### config.mk
export PLATFORM = sky130hd
export DESIGN_NAME = excl_mon
export DESIGN_NICKNAME = d
export VERILOG_FILES = /design/src/rtl/excl_mon_pkg.sv /design/src/rtl/excl_mon_slot.sv /design/src/rtl/excl_mon_decode.sv /design/src/rtl/excl_mon.sv
export SDC_FILE = /design/constraint.sdc
export NUM_CORES = 1
export LEC_CHECK = 0
export CAP_MARGIN = 20
export CELL_PAD_IN_SITES_DETAIL_PLACEMENT = 0
export CELL_PAD_IN_SITES_GLOBAL_PLACEMENT = 1
export CORE_ASPECT_RATIO = 0.75
export CORE_MARGIN = 2
export CORE_UTILIZATION = 50
export CTS_CLUSTER_DIAMETER = 30
export DETAILED_ROUTE_END_ITERATION = 7
export GPL_ROUTABILITY_DRIVEN = 0
export GPL_TIMING_DRIVEN = 0
export PLACE_DENSITY = 0.88
export SLEW_MARGIN = 5
export SYNTH_ARGS = -nofsm -noshare
export SYNTH_HDL_FRONTEND = slang
export SYNTH_SLANG_ARGS = --single-unit
export TNS_END_PERCENT = 10
### constraint.sdc
create_clock -name clk -period 4.19 [get_ports clk]
set_input_delay 0.838 -clock clk [delete_from_list [all_inputs] [get_ports clk]]
set_output_delay 0.838 -clock clk [all_outputs]
set_load 0.005 [all_outputs]
### src/rtl/excl_mon_pkg.sv
package excl_mon_pkg;
   typedef enum logic [1:0] {
      OP_LDX  = 2'd0,
      OP_STX  = 2'd1,
      OP_ST   = 2'd2,
      OP_CLRX = 2'd3
   } excl_op_e;
endpackage

### src/rtl/excl_mon_slot.sv
module excl_mon_slot #(
   parameter int TAG_W = 26
) (
   input  logic             clk,
   input  logic             rst_n,
   input  logic             set_i,
   input  logic             clr_self_i,
   input  logic             snoop_i,
   input  logic [TAG_W-1:0] tag_i,
   output logic             excl_o,
   output logic             match_o
);
   logic [TAG_W-1:0] tag_q;
   logic             excl_q;

   assign match_o = (tag_q == tag_i);
   assign excl_o  = excl_q;

   always_ff @(posedge clk or negedge rst_n) begin
      if (!rst_n) begin
         excl_q <= 1'b0;
         tag_q  <= '0;
      end else if (set_i) begin
         excl_q <= 1'b1;
         tag_q  <= tag_i;
      end else if (clr_self_i || (snoop_i && match_o)) begin
         excl_q <= 1'b0;
      end
   end

   // a load-exclusive leaves the slot Exclusive
   a_r3_mark_sets: assert property (@(posedge clk) disable iff (!rst_n)
      set_i |=> excl_o);
   // another agent's write to the marked granule reopens this slot
   a_r5_snoop_clears: assert property (@(posedge clk) disable iff (!rst_n)
      (snoop_i && match_o && !set_i) |=> !excl_o);
endmodule

### src/rtl/excl_mon_decode.sv
module excl_mon_decode
   import excl_mon_pkg::*;
#(
   parameter int N_AGENTS = 4,
   parameter int AGT_W    = 2
) (
   input  logic                req_valid,
   input  excl_op_e            req_op,
   input  logic [AGT_W-1:0]    req_agent,
   input  logic [N_AGENTS-1:0] excl_vec,
   input  logic [N_AGENTS-1:0] match_vec,
   output logic [N_AGENTS-1:0] set_vec,
   output logic [N_AGENTS-1:0] clr_vec,
   output logic [N_AGENTS-1:0] snoop_vec,
   output logic                mem_wr_en,
   output logic                stx_done,
   output logic                stx_fail
);
   logic is_ldx, is_stx, is_st, is_clr, own_hit, write;

   always_comb begin
      is_ldx    = req_valid && (req_op == OP_LDX);
      is_stx    = req_valid && (req_op == OP_STX);
      is_st     = req_valid && (req_op == OP_ST);
      is_clr    = req_valid && (req_op == OP_CLRX);
      own_hit   = excl_vec[req_agent] && match_vec[req_agent];
      write     = is_st || (is_stx && own_hit);
      mem_wr_en = write;
      stx_done  = is_stx;
      stx_fail  = is_stx && !own_hit;
   end

   for (genvar i = 0; i < N_AGENTS; i++) begin : g_agent
      logic sel;
      assign sel          = (req_agent == AGT_W'(i));
      assign set_vec[i]   = is_ldx && sel;
      assign clr_vec[i]   = (is_stx || is_clr) && sel;
      assign snoop_vec[i] = write && !sel;
   end
endmodule

### src/rtl/excl_mon.sv
module excl_mon
   import excl_mon_pkg::*;
#(
   parameter int N_AGENTS      = 4,
   parameter int ADDR_W        = 32,
   parameter int GRANULE_WORDS = 16,
   parameter int WORD_BYTES    = 4,
   localparam int AGT_W        = (N_AGENTS > 1) ? $clog2(N_AGENTS) : 1,
   localparam int GRAN_BYTES   = GRANULE_WORDS * WORD_BYTES,
   localparam int OFS_W        = $clog2(GRAN_BYTES),
   localparam int TAG_W        = ADDR_W - OFS_W
) (
   input  logic              clk,
   input  logic              rst_n,
   input  logic              req_valid,
   input  logic [AGT_W-1:0]  req_agent,
   input  logic [1:0]        req_op,
   input  logic [ADDR_W-1:0] req_addr,
   output logic              mem_wr_en,
   output logic              stx_done,
   output logic              stx_fail
);
   // elaboration-time parameter checks
   if (GRANULE_WORDS < 4 || GRANULE_WORDS > 512 ||
       (GRANULE_WORDS & (GRANULE_WORDS - 1)) != 0) begin : g_bad_granule
      $error("excl_mon: GRANULE_WORDS must be a power of two in 4..512");
   end
   if (N_AGENTS < 2) begin : g_bad_agents
      $error("excl_mon: N_AGENTS must be at least 2");
   end
   if (TAG_W < 1) begin : g_bad_addr
      $error("excl_mon: ADDR_W too small for granule");
   end

   logic [TAG_W-1:0]    tag;
   logic [N_AGENTS-1:0] excl_vec, match_vec, set_vec, clr_vec, snoop_vec;

   assign tag = req_addr[ADDR_W-1:OFS_W];

   excl_mon_decode #(.N_AGENTS(N_AGENTS), .AGT_W(AGT_W)) u_decode (
      .req_valid (req_valid),
      .req_op    (excl_op_e'(req_op)),
      .req_agent (req_agent),
      .excl_vec  (excl_vec),
      .match_vec (match_vec),
      .set_vec   (set_vec),
      .clr_vec   (clr_vec),
      .snoop_vec (snoop_vec),
      .mem_wr_en (mem_wr_en),
      .stx_done  (stx_done),
      .stx_fail  (stx_fail)
   );

   for (genvar i = 0; i < N_AGENTS; i++) begin : g_slot
      excl_mon_slot #(.TAG_W(TAG_W)) u_slot (
         .clk        (clk),
         .rst_n      (rst_n),
         .set_i      (set_vec[i]),
         .clr_self_i (clr_vec[i]),
         .snoop_i    (snoop_vec[i]),
         .tag_i      (tag),
         .excl_o     (excl_vec[i]),
         .match_o    (match_vec[i])
      );
   end

   // an agent that is not Exclusive can never pass or write
   a_r4_open_fails: assert property (@(posedge clk) disable iff (!rst_n)
      (req_valid && req_op == 2'd1 && !excl_vec[req_agent]) |-> (stx_fail && !mem_wr_en));
   // after any store-exclusive the issuer is Open
   a_r6_stx_reopens: assert property (@(posedge clk) disable iff (!rst_n)
      (req_valid && req_op == 2'd1) |=> !excl_vec[$past(req_agent)]);
   // an idle cycle produces no write and no status
   a_r11_idle_quiet: assert property (@(posedge clk) disable iff (!rst_n)
      !req_valid |-> (!mem_wr_en && !stx_done && !stx_fail));
   // an idle cycle leaves the Open/Exclusive flags untouched
   a_r11_idle_hold: assert property (@(posedge clk) disable iff (!rst_n)
      !req_valid |=> $stable(excl_vec));
endmodule

Word level (Yosys, flattened, before mapping)
Index checks and enable logic that the tools add are counted.

word-level totals
  register bits after elaboration = 108
  output and inout port bits = 3
  logic and storage cells = 71

cells by class
  magnitude comparators = 1
  equality and inequality tests = 10
  mux-type cells = 12
  reductions and logical operators = 40

operators by type and width
  operator                                                    count
  == test 26 bit                                              4
  logical AND 1 bit                                           23
  two-way mux 1 bit                                           10
  == test 2 bit, second input constant                        4
  nonzero test 2 bit                                          4
  logical OR 1 bit                                            6
  logical NOT 1 bit                                           5
  binary-select mux 1 bit (select 2 bit)                      2
  == test 2 x 1 -> 1 bit, second input constant               2
  logical NOT 2 bit                                           2
  less-than comparator 2 x 3 -> 1 bit, second input constant  1

Logic depth before layout (Yosys ltp)
  depth in word-level cells = 11
  depth in mapped cells = 8

Hierarchy
From an unflattened synthesis, not the netlist that was laid out.

unflattened totals
  cells, all modules = 419
  area total of the unflattened synthesis = 5520.3 µm²

by module, submodules not included
  module           instances  cells each  area an instance (µm²)
  excl_mon_slot    4          95          1315.0
  excl_mon_decode  1          39          260.2

Worst setup path before layout
No wires, ideal clock.

  path kind = input to output
  start point = input port req_addr[17]
  end point = output port mem_wr_en
  arrival = 2.319 ns
  required time = 3.352 ns
  setup slack = 1.033 ns
  stages = 7
  path through = buf_4 xor2_1 nor4_2 nand2_1 o41ai_2 inv_2 o41ai_4

on the way
  longest elaborated chain between the ends = 6

RTL lines
  item                                         RTL line               source
  start: declaration                           excl_mon.sv:18         input logic [ADDR_W-1:0] req_addr,
  == test 26 bit                               excl_mon_slot.sv:16    assign match_o = (tag_q == tag_i);
  binary-select mux 1 bit (select 2 bit) (*)   excl_mon_decode.sv:26  own_hit = excl_vec[req_agent] && match_vec[req_agent];
  two-way mux 1 bit (not written as such) (*)  excl_mon_decode.sv:26
  logical AND 1 bit (*)                        excl_mon_decode.sv:26
  logical AND 1 bit (*)                        excl_mon_decode.sv:27  write = is_st || (is_stx && own_hit);
  logical OR 1 bit (*)                         excl_mon_decode.sv:27
  end: declaration                             excl_mon.sv:19         output logic mem_wr_en,

Mark *: on every way between the ends. The rest lies on a longest branch, timed or not. The select of a mux whose other input is x is not followed.

Worst setup path after layout
  start point = input port req_addr[9]
  end point = output port mem_wr_en

Same word-level chain as after synthesis.

==> summary.md <==
| Metric | Value |
|---|---|
| Status | `finished clean` |
| Sequential Area | `2700 µm²` |
| Worst r2r dst | `g_slot[1].u_slot.excl_o$_DFFE_PN0P_` |
| # Max-Cap Violations | `0` |
| Vias in the first global route | `3644` |
| Logic pwr share | `between 20% and 30%` |
| Initial DRC Count | `between 200 and 300` |
| Clock share of power | `around 28%` |
| Per-cell routed wire length | `about 18 µm` |
| Seq pwr share | `50.8%` |
| Cells on worst reg2reg path | `8` |
| Gr usage total | `22.1%` |
| Buffers added on ports | `9` |
| Startpoint Class | `input port` |
| Root buf cell | `clkbuf_16` |
| Largest family of logic cells by synthesized area | `XOR/XNOR gates` |
| Synthesis-to-layout area growth | `10.9%` |
| Most common cell after layout, fill and taps aside | `nand2_1` |
| CTS clk-pin slew, worst paths | `approximately 70 ps` |
| Clk_lat worst skew | `350 ps` |
| Die Height | `94.4 µm` |
| Setup skew after layout | `between 8 and 9 ps` |
| Gate Count Post-Synth | `533` |
| Psw | `0.000819 W` |
| Max FO, Critical Path | `8` |
| Via count | `3731` |
| Remaining DRCs | `0` |
| Hpwl dp | `8810 µm` |
| Setup TNS | `0 ps` |
| Crit end category | `primary output` |
| Mapped Nets | `572` |
| Antenna Cells | `0` |
| Vias per cell | `5.38` |
| Ports | `between 40 and 50` |
| Routed WL | `12400 µm` |
| Cts hold-fix bufs | `0` |
| Net Sw Frac | `between 20% and 30%` |
| Sequential-to-total area share from yosys stat | `49.6%` |
| Multi-input logic area | `~2600 µm²` |
| Hold Path Class | `in -> async` |
| Post-synth cell types | `35` |
| Die X | `124 µm` |
| Initial antenna violation count | `1` |
| Nets | `594` |
| R2r startpoint | `g_slot[2].u_slot.tag_q[12]$_DFFE_PN0P_` |
| Achievable frequency | `0.245 GHz` |
| WS Path Type | `in -> out` |
| Slew Limit Fails | `0` |
| Most frequent cells in the layout | `165 x nand2_1, 108 x dfrtp_1, 62 x xor2_1` |
| DRT antenna net count | `0` |
| Peak VDD IR | `between 0.2 and 0.25 mV` |
| H-tree depth | `3` |
| Core Region | `10500 µm²` |
| Share of post-route cells with drive strength above 1 | `17.7%` |
| DR pass1 iterations | `5` |
| Pin slew with the least headroom to its limit | `just over 800 ps` |
| Grt ovf | `0` |
| #FFs+latches synth | `108` |
| CTS tree | `yes` |
| CTS sink cnt | `108` |
| Tmin final | `between 4000 and 5000 ps` |
| Mux share of post-synthesis cell area | `11.2%` |
| Pwr Density | `464 nW/µm²` |
| Crit path DAT | `3250 ps` |
| Initial cell density of the core | `52.1%` |
| CTS Buf Count | `9` |
| Hold slack | `326 ps` |
| CTS Buffer Depth | `2` |
| Row Count | `32` |
| Die Area | `11700 µm²` |
| Adder-cell area share of the yosys netlist | `0%` |
| Fin crit share | `between 90 and 100%` |
| Largest net degree at the start of global routing | `87` |
| Final setup violation count | `0` |
| R2R setup slack | `1710 ps` |
| XOR/XNOR Fraction of Synth Area | `about 17%` |
| Mapped cell area | `5440 µm²` |
| Relative slew slack | `a little under half` |
| Synth Area in Compound Gates | `1.98%` |
| Synth Area in Simple Gates | `16.5%` |
| Fillers | `880` |
| Mean Syn Cell Area | `between 10 and 15 µm²` |
| Unrepaired setup endpoints after global routing | `no` |
| Tot Pwr | `roughly 0.0028 W` |
| First-pass GRT wire length | `19600 µm` |
| Critical Path RT | `3350 ps` |
| Int Power | `0.00199 W` |
| Lkg Pwr | `2.81 nW` |
| Synth warnings | `0` |
| Hold Vio Cnt, Final | `0` |
-- what timing repair did --
action                                  CTS  global route
setup buffers                             1             0
endpoints found under the setup margin    2             1
pin swaps                                 2             2
resized for setup                         5             3
-- synth_stat cells, drive strengths merged --
library cell | count | area share (%)
nand2 | 165 | 11
dfrtp | 108 | 50
xor2 | 62 | 10
mux2 | 52 | 11
xnor2 | 42 | 6.8
buf | 25 | 2.6
nor4 | 19 | 2.3
clkbuf | 15 | 1.0
nand4 | 11 | 1.3
nor2 | 5 | 0.34
inv | 3 | 0.21
nand3 | 3 | 0.28
o21ai | 3 | 0.28
a21oi | 2 | 0.18
clkinv | 2 | 0.14
nand2b | 2 | 0.23
nor2b | 2 | 0.23
o41ai | 2 | 0.80
a22o | 1 | 0.16
a31oi | 1 | 0.11
a32oi | 1 | 0.16
mux4 | 1 | 0.41
nand3b | 1 | 0.14
nor3 | 1 | 0.092
nor3b | 1 | 0.14
o22ai | 1 | 0.11
o32ai | 1 | 0.16
or2 | 1 | 0.11
-- cell type report --
class	instances	share of cell area, %
inverters	5	0.311
clock buffers	12	4.08
multi-input cells	380	42.4
well taps	136	2.82
flip-flops and latches	108	44.8
plain buffers	40	3.32
repair buffers	11	2.09
clock inverters	2	0.207
-- flip-flops by register name, summed over array words and instances (netlist names) --
register / cells
g_slot.u_slot.tag_q: 104
g_slot.u_slot.excl_o: 4
-- worst max-delay path, cell delays in order --
cell             delay, ps
buf_2                  180
xnor2_1                280
nand4_1                140
nor4_1                 380
nand4_1                210
a22o_1                 280
o41ai_4                380
clkdlybuf4s50_1        560
-- per-layer routing --
layer / routed length, µm / vias to the layer above / global-route usage [%]
met3: 719 / 13 / 6.01
met5: 13 / - / 0
met1: 6090 / 1861 / 31.8
met2: 5440 / 94 / 33.6
met4: 145 / 2 / 5.52
li1: - / 1761 / -
-- cells by family after synthesis --
group / count (synthesis)
mux: 53
xor+xnor: 104
flops: 108
buf+inv: 45
simple gates: 211
compound gates: 12
-- worst max-delay path by stage --
stage,start,end
2_1_floorplan,req_addr[17],mem_wr_en
3_3_place_gp,rst_n,g_slot[1].u_slot.tag_q[8]$_DFFE_PN0P_
3_5_place_dp,req_addr[25],mem_wr_en
4_1_cts,req_addr[18],mem_wr_en
5_1_grt,req_addr[9],mem_wr_en
6_report,req_addr[9],mem_wr_en
-- power by group through the flow --
stage	combinational (W)	clock (W)	sequential, W
after floorplan	0.000451	0	0.00141
after global placement	0.000564	0	0.00143
after detailed placement	0.000587	0	0.00144
after CTS	0.000598	0.000794	0.00142
after global routing	0.000664	0.000836	0.00145
final	0.000598	0.000780	0.00143
-- metrics by stage --
step / cell area [µm²] / setup WS, ps / util [%] / std cells
6_report: 6040 / 100 / 57.8 / 694
5_1_grt: 6040 / 22.7 / 57.8 / 694
4_1_cts: 6030 / 40.3 / 57.7 / 694
3_5_place_dp: 5730 / -479 / 54.9 / 679
3_3_place_gp: 5700 / -1860 / 54.6 / 678
2_1_floorplan: 5440 / 1030 / - / 533
Power figures use the tool's default switching activity.
